### config.mk
export PLATFORM = sky130hd
export DESIGN_NAME = spike_motion_detector
export DESIGN_NICKNAME = d
export VERILOG_FILES = /design/src/rtl/mdet_pkg.sv /design/src/rtl/mdet_frame_timer.sv /design/src/rtl/mdet_diff_core.sv /design/src/rtl/mdet_history.sv /design/src/rtl/spike_motion_detector.sv
export SDC_FILE = /design/constraint.sdc
export NUM_CORES = 1
export LEC_CHECK = 0
export CELL_PAD_IN_SITES_DETAIL_PLACEMENT = 0
export CELL_PAD_IN_SITES_GLOBAL_PLACEMENT = 1
export CORE_MARGIN = 2
export CORE_UTILIZATION = 46
export CTS_BUF_LIST = sky130_fd_sc_hd__clkbuf_8
export DETAILED_ROUTE_END_ITERATION = 10
export PLACE_DENSITY_LB_ADDON = 0.25
export SYNTH_ARGS = -nofsm -noshare
export SYNTH_HDL_FRONTEND = slang
export SYNTH_SLANG_ARGS = --single-unit
### constraint.sdc
create_clock -name clk -period 6.75 [get_ports clk]
set_input_delay 1.35 -clock clk [delete_from_list [all_inputs] [get_ports clk]]
set_output_delay 1.35 -clock clk [all_outputs]
set_load 0.03 [all_outputs]
### src/rtl/mdet_pkg.sv
package mdet_pkg;

    localparam int LFSR_W = 16;
    localparam logic [LFSR_W-1:0] LFSR_FALLBACK = 16'hACE1;

    // One step of the history noise source (x^16+x^14+x^13+x^11+1).
    function automatic logic [LFSR_W-1:0] lfsr_step(input logic [LFSR_W-1:0] s);
        return {s[LFSR_W-2:0], s[15] ^ s[13] ^ s[12] ^ s[10]};
    endfunction

endpackage

### src/rtl/mdet_frame_timer.sv
module mdet_frame_timer #(
    parameter int FRAME_TICKS = 33,
    parameter int K_MAX       = 4,
    localparam int PW = $clog2(FRAME_TICKS),
    localparam int KW = $clog2(K_MAX + 1)
) (
    input  logic          clk,
    input  logic          rst_n,
    input  logic          tick,
    output logic [PW-1:0] pos,
    output logic          frame_end,
    output logic [KW-1:0] frames_done
);
    localparam logic [PW-1:0] LAST_P = PW'(FRAME_TICKS - 1);
    localparam logic [KW-1:0] KSAT   = KW'(K_MAX);

    typedef struct packed {
        logic [PW-1:0] pos;
        logic [KW-1:0] seen;
    } tmr_t;

    tmr_t st_d, st_q;

    always_comb begin
        st_d = st_q;
        if (tick) begin
            if (st_q.pos == LAST_P) begin
                st_d.pos = '0;
                if (st_q.seen != KSAT) st_d.seen = st_q.seen + 1'b1;
            end else begin
                st_d.pos = st_q.pos + 1'b1;
            end
        end
    end

    always_ff @(posedge clk) begin
        if (!rst_n) st_q <= '0;
        else        st_q <= st_d;
    end

    assign pos         = st_q.pos;
    assign frames_done = st_q.seen;
    assign frame_end   = tick && (st_q.pos == LAST_P);


    pos_range_chk: assert property (@(posedge clk) disable iff (!rst_n)
        st_q.pos <= LAST_P);


    pos_hold_chk: assert property (@(posedge clk) disable iff (!rst_n)
        !tick |=> $stable(st_q.pos));

endmodule

### src/rtl/mdet_diff_core.sv
module mdet_diff_core #(
    parameter int FRAME_TICKS = 33,
    parameter int WINDOW      = 15,
    parameter int PROBE_AT    = 16,
    parameter int K_MAX       = 4,
    parameter int CNT_W       = 4,
    localparam int PW = $clog2(FRAME_TICKS),
    localparam int KW = $clog2(K_MAX + 1),
    localparam int SW = $clog2(K_MAX),
    localparam int AW = CNT_W + 1
) (
    input  logic             clk,
    input  logic             rst_n,
    input  logic             tick,
    input  logic             spike_in,
    input  logic [PW-1:0]    pos,
    input  logic [KW-1:0]    frames_done,
    input  logic [KW-1:0]    cfg_k,
    input  logic [CNT_W-1:0] cfg_thresh,
    output logic             det
);
    localparam logic [PW-1:0] WIN_P   = PW'(WINDOW);
    localparam logic [PW-1:0] PROBE_P = PW'(PROBE_AT);
    localparam logic [PW-1:0] CLEAR_P = PW'(PROBE_AT + 1);
    localparam logic [PW-1:0] LAST_P  = PW'(FRAME_TICKS - 1);
    localparam logic [KW-1:0] KSAT    = KW'(K_MAX);
    localparam logic [SW-1:0] SLOT_LAST = SW'(K_MAX - 1);
    localparam logic signed [AW-1:0] WIN_S = AW'(WINDOW);

    typedef struct packed {
        logic [K_MAX-1:0][CNT_W-1:0] ring;
        logic [SW-1:0]               slot;
        logic [CNT_W-1:0]            cnt;
        logic signed [AW-1:0]        acc_p;
        logic signed [AW-1:0]        acc_n;
    } diff_t;

    diff_t st_d, st_q;

    logic [KW-1:0]        k_eff;
    logic [SW-1:0]        rd_idx;
    logic [CNT_W-1:0]     dly;
    logic                 in_win, cur_sp, del_sp;
    logic signed [AW-1:0] step, th_s;

    always_comb begin
        int r;
        if (cfg_k == '0)       k_eff = KW'(1);
        else if (cfg_k > KSAT) k_eff = KSAT;
        else                   k_eff = cfg_k;

        r = int'(st_q.slot) - int'(k_eff);
        if (r < 0) r = r + K_MAX;
        rd_idx = SW'(r);
        dly    = st_q.ring[rd_idx];

        in_win = pos < WIN_P;
        cur_sp = tick && spike_in && in_win;
        del_sp = tick && in_win && (pos < PW'(dly));

        step = '0;
        if (cur_sp && !del_sp)      step = AW'(1);
        else if (del_sp && !cur_sp) step = '1;

        th_s = $signed({1'b0, cfg_thresh});
        det  = tick && (pos == PROBE_P) && (frames_done >= k_eff)
               && ((st_q.acc_p >= th_s) || (st_q.acc_n >= th_s));

        st_d = st_q;
        if (tick) begin
            if (pos == CLEAR_P) begin
                st_d.acc_p = '0;
                st_d.acc_n = '0;
            end else begin
                st_d.acc_p = st_q.acc_p + step;
                st_d.acc_n = st_q.acc_n - step;
            end
            if (cur_sp) st_d.cnt = st_q.cnt + 1'b1;
            if (pos == LAST_P) begin
                st_d.ring[st_q.slot] = st_q.cnt;
                st_d.cnt  = '0;
                st_d.slot = (st_q.slot == SLOT_LAST) ? '0 : st_q.slot + 1'b1;
            end
        end
    end

    always_ff @(posedge clk) begin
        if (!rst_n) st_q <= '0;
        else        st_q <= st_d;
    end


    acc_clear_chk: assert property (@(posedge clk) disable iff (!rst_n)
        (tick && pos == CLEAR_P) |=> (st_q.acc_p == 0 && st_q.acc_n == 0));


    acc_range_chk: assert property (@(posedge clk) disable iff (!rst_n)
        (st_q.acc_p <= WIN_S) && (st_q.acc_p >= -WIN_S)
        && (st_q.acc_n <= WIN_S) && (st_q.acc_n >= -WIN_S));


    late_spike_chk: assert property (@(posedge clk) disable iff (!rst_n)
        (tick && pos >= WIN_P && pos != LAST_P) |=> $stable(st_q.cnt));


    first_frame_quiet_chk: assert property (@(posedge clk) disable iff (!rst_n)
        (frames_done == '0) |-> !det);

endmodule

### src/rtl/mdet_history.sv
module mdet_history #(
    parameter int HIST_W      = 8,
    parameter int HIST_WEIGHT = 128,
    parameter int FCNT_W      = 6
) (
    input  logic              clk,
    input  logic              rst_n,
    input  logic              tick,
    input  logic              det,
    input  logic              frame_end,
    input  logic [HIST_W-1:0] cfg_leak,
    input  logic [FCNT_W-1:0] cfg_bin,
    input  logic [15:0]       cfg_seed,
    output logic              spike_out
);
    import mdet_pkg::*;

    localparam int EW = HIST_W + 2;
    localparam logic [EW-1:0] W_EXT = EW'(HIST_WEIGHT);
    localparam logic [EW-1:0] V_MAX = EW'((1 << HIST_W) - 1);

    typedef struct packed {
        logic [LFSR_W-1:0] lfsr;
        logic [HIST_W-1:0] v;
        logic [FCNT_W-1:0] fcnt;
        logic              out;
    } hist_t;

    hist_t st_d, st_q;

    logic [EW-1:0]     up, leak_ext, lim;
    logic [HIST_W-1:0] v_new;
    logic              fire;
    logic [FCNT_W-1:0] fcnt_tot;

    always_comb begin
        leak_ext = {2'b00, cfg_leak};
        up       = {2'b00, st_q.v} + (det ? W_EXT : '0);
        if (up <= leak_ext) lim = '0;
        else                lim = up - leak_ext;
        if (lim > V_MAX) lim = V_MAX;
        v_new    = lim[HIST_W-1:0];
        fire     = v_new > st_q.lfsr[HIST_W-1:0];
        fcnt_tot = st_q.fcnt + FCNT_W'(fire);

        st_d     = st_q;
        st_d.out = 1'b0;
        if (tick) begin
            st_d.v    = v_new;
            st_d.lfsr = lfsr_step(st_q.lfsr);
            st_d.fcnt = fcnt_tot;
            if (frame_end) begin
                st_d.out  = fcnt_tot >= cfg_bin;
                st_d.fcnt = '0;
            end
        end
    end

    always_ff @(posedge clk) begin
        if (!rst_n) begin
            st_q      <= '0;
            st_q.lfsr <= (cfg_seed == '0) ? LFSR_FALLBACK : cfg_seed;
        end else begin
            st_q <= st_d;
        end
    end

    assign spike_out = st_q.out;


    pot_hold_chk: assert property (@(posedge clk) disable iff (!rst_n)
        !tick |=> $stable(st_q.v));


    lfsr_live_chk: assert property (@(posedge clk) disable iff (!rst_n)
        st_q.lfsr != '0);


    leak_drop_chk: assert property (@(posedge clk) disable iff (!rst_n)
        (tick && !det) |=> (st_q.v <= $past(st_q.v)));

endmodule

### src/rtl/spike_motion_detector.sv
module spike_motion_detector #(
    parameter int FRAME_TICKS = 33,
    parameter int WINDOW      = 15,
    parameter int PROBE_AT    = 16,
    parameter int K_MAX       = 4,
    parameter int CNT_W       = 4,
    parameter int HIST_W      = 8,
    parameter int HIST_WEIGHT = 128,
    localparam int KW = $clog2(K_MAX + 1),
    localparam int FCNT_W = $clog2(FRAME_TICKS + 1)
) (
    input  logic              clk,
    input  logic              rst_n,
    input  logic              tick,
    input  logic              spike_in,
    input  logic [KW-1:0]     cfg_k,
    input  logic [CNT_W-1:0]  cfg_thresh,
    input  logic [HIST_W-1:0] cfg_leak,
    input  logic [FCNT_W-1:0] cfg_bin,
    input  logic [15:0]       cfg_seed,
    output logic              spike_out
);
    localparam int PW = $clog2(FRAME_TICKS);
    localparam logic [PW-1:0] LAST_P = PW'(FRAME_TICKS - 1);

    logic [PW-1:0] pos;
    logic          frame_end;
    logic [KW-1:0] frames_done;
    logic          det;

    mdet_frame_timer #(.FRAME_TICKS(FRAME_TICKS), .K_MAX(K_MAX)) i_timer (
        .clk(clk), .rst_n(rst_n), .tick(tick),
        .pos(pos), .frame_end(frame_end), .frames_done(frames_done)
    );

    mdet_diff_core #(
        .FRAME_TICKS(FRAME_TICKS), .WINDOW(WINDOW), .PROBE_AT(PROBE_AT),
        .K_MAX(K_MAX), .CNT_W(CNT_W)
    ) i_diff (
        .clk(clk), .rst_n(rst_n), .tick(tick), .spike_in(spike_in),
        .pos(pos), .frames_done(frames_done), .cfg_k(cfg_k),
        .cfg_thresh(cfg_thresh), .det(det)
    );

    mdet_history #(.HIST_W(HIST_W), .HIST_WEIGHT(HIST_WEIGHT), .FCNT_W(FCNT_W)) i_hist (
        .clk(clk), .rst_n(rst_n), .tick(tick), .det(det), .frame_end(frame_end),
        .cfg_leak(cfg_leak), .cfg_bin(cfg_bin), .cfg_seed(cfg_seed),
        .spike_out(spike_out)
    );


    out_after_end_chk: assert property (@(posedge clk) disable iff (!rst_n)
        spike_out |-> $past(tick && pos == LAST_P));


    out_single_chk: assert property (@(posedge clk) disable iff (!rst_n)
        spike_out |=> !spike_out);

endmodule

==> results.toml <==
[cells_and_area]
layout_common_cells = "inv_1, nand2_1, ha_1"
area.sequential_um2 = 1602
multiInputGateArea_um2 = 2933
final_nets = 730
diodes = 0
stdcell_area_um2 = 5907
nFillCells = 904
fin_util = 0.5826
synthToLayoutAreaGrowth_pct = 24.66
drive_gt1_frac = 0.1395
layout_commonest_cell = "inv_1"

[clock_network]
cts_sinks = 72
clkLatencyLatePin_ns = 0.35
ctsHoldBuffers = 0
ctsRootBufferMaster = "clkbuf_8"
cts_tree = "done"
htreeDepth = 3
clk_path_buf_depth = 2
path_clk_slew_ns = 0.08
cts_buffers = 9

[yosys]
synth_fp_nets = 644
synth_edf_count = 16
ys.flop_type = "dfxtp_1"
synth_top_area_frac = 0.2366
netlist_top_cells_area = "dfxtp_1, ha_1, edfxtp_1"
yosysUniqueCellTypes = 56
synth_top_area_cell = "dfxtp_1"
synth_warnings = 0
synth_seq_cells = 72
seq_area_frac_synth = 0.3380
syn_inst = 540
avgSynthCellArea_um2 = 8.775
syn_area_um2 = 4738
ys_async_sr_fraction = 0

[pwr]
switching_share = 0.2837
combPwrFrac = 0.207
power_mw = 1.003
p_seq_frac = 0.474
clkPwrFrac = 0.320
internal-power_mw = 0.7187
power_density_nw_per_um2 = 169.9
power.leakage_nw = 2.647
vdd_ir_drop_max_mv = 0.09663
power_switching_mw = 0.2846

[floorplanning]
rows = 37
dieArea_um2 = 11130
pin_count = 42
chipWidth_um = 105.5
core_area_um2 = 10140
fp.dieH_um = 105.5
initial_core_util = 0.4674

[sta]
min_period_ns = 6.581
drv_slew = 0
fin_worst_skew_ns = 0.01352
worst_pin_slew_ns = 0.8668
finalCritPeriodShare = 0.9750
rsz0062_at_grt = "false"
fmax_mhz = 151.9
whs_ns = 0.4536
setup_viol = 0
setup_ws_ns = 0.1686
finalHoldViolCount = 0
timing.slew.headroom = 0.4221

[min_path]
holdCritPathClass = "flop to flop"

[worst_setup_path]
crit_slowest_cell = "fa_1"
max_stage_delay_ns = 0.51
cp.arrival_ns = 6.83
worstPathMaxFanout = 3
cp.required_ns = 7.00
reg2reg_slack_ns = 1.09
critPathKind = "primary input to flop"
endpoint_kind = "flop"
start_kind = "primary input"
crit_top_cell = "buf_4"

[detailed_routing]
drtIter0Drc = 169
drc = 0
wl_per_cell_um = 14.98
routed_wl_mm = 11.49
dr_total_vias = 4113
ant_nets = 0
vias_per_cell = 5.362
drtPass1Iterations = 5

[placed_design]
place.gp.congestion = 0.9584
detailedPlace.worstSlack_ns = -0.4006
place_area_um2 = 5439
dp_hpwl_mm = 8.384
io_buffers = 41

[global_route]
grt_remaining_overflow = 0
grt_antenna_before_repair = 0
grt_max_degree = 32
globalRouteTotalUtil = 0.2138
grt_pass1_vias = 4065
grt_pass1_wl_mm = 19.01

[run_status]
outcome = "completed"

[flow_run]
drv_cap = 0
## timing repair
action | in CTS | in global routing
endpoints found under the setup margin | 1 | 2
gates resized for setup | 6 | 17
pin swaps | 3 | 17
setup buffers | 24 | 1
## worst max-delay path: cells and delay by family
kind	cells	cell delay, ns
compound gates	5	0.74
simple gates	6	0.63
buf+inv	25	3.35
fa+ha+maj	2	0.76
## sequential cells by signal, summed over array words and instances, names as in the netlist
name                 flops
i_timer.pos              6
i_diff.st_q             32
i_hist.spike_out         1
i_hist.st_q             30
i_timer.frames_done      3
## layer usage
layer	routed length, um	vias up	part of all wire	GRT usage
met4	230	0	0.020	0.08553
met5	0	-	0	0
met1	5161	1935	0.45	0.2701
met2	5694	82	0.50	0.3641
li1	-	2077	-	-
met3	406	19	0.035	0.03463
## path summary, 6_finish.rpt
check | cells past startpoint | to | startpoint
max | 38 | i_hist.st_q[12] | cfg_k[0]
min | 2 | i_hist.st_q[13] | i_hist.st_q[13]
max reg2reg | 38 | i_hist.st_q[12] | i_diff.st_q[0]
min reg2reg | 2 | i_hist.st_q[13] | i_hist.st_q[13]
## layout make-up
cell class	instances	area share
flip-flops and latches	72	0.2711
well taps	136	0.02881
clock inverters	5	0.005295
repair buffers	90	0.1326
multi-input cells	390	0.4965
inverters	63	0.04003
clock buffers	11	0.02563
## synth_stat cells, types with 4 or more instances
cell and count:
ha_1 59, xnor2_1 12, nand2_1 59, nor2_1 23, nand3_1 35, dfxtp_1 56, fa_1 4, o21ai_0 24
edfxtp_1 16, inv_1 62, a22o_1 9, a21oi_1 29, a21o_1 14, xor2_1 12, o21a_1 6, nand4_1 5
a21boi_0 19, o22ai_1 9, nand2b_1 8, clkbuf_1 12, nor2b_1 7, nor4_1 4, nor3_1 4
## power by group through the flow
stage	combinational [mW]	sequential [mW]	clock (mW)
final	0.207	0.475	0.321
after global routing	0.231	0.478	0.354
after CTS	0.199	0.475	0.332
after detailed placement	0.184	0.485	0
after global placement	0.180	0.484	0
after floorplan	0.121	0.480	0
## through the flow
stage,std cells,setup TNS (ns)
final,767,0
after CTS,766,0
after detailed placement,726,-0.4006
after global routing,767,0
after global placement,726,-0.2212
after floorplan,540,0
## logic make-up after synthesis
family	count (synthesis)	synth area share
AO/OA/AOI/OAI	133	0.1851
XOR/XNOR	25	0.04780
adder cells (fa/ha/maj)	64	0.1748
buffers and inverters	78	0.06258
flip-flops	72	0.3380
multiplexers	7	0.02799
AND/OR/NAND/NOR	161	0.1637
(Power assumes the default switching activity.)
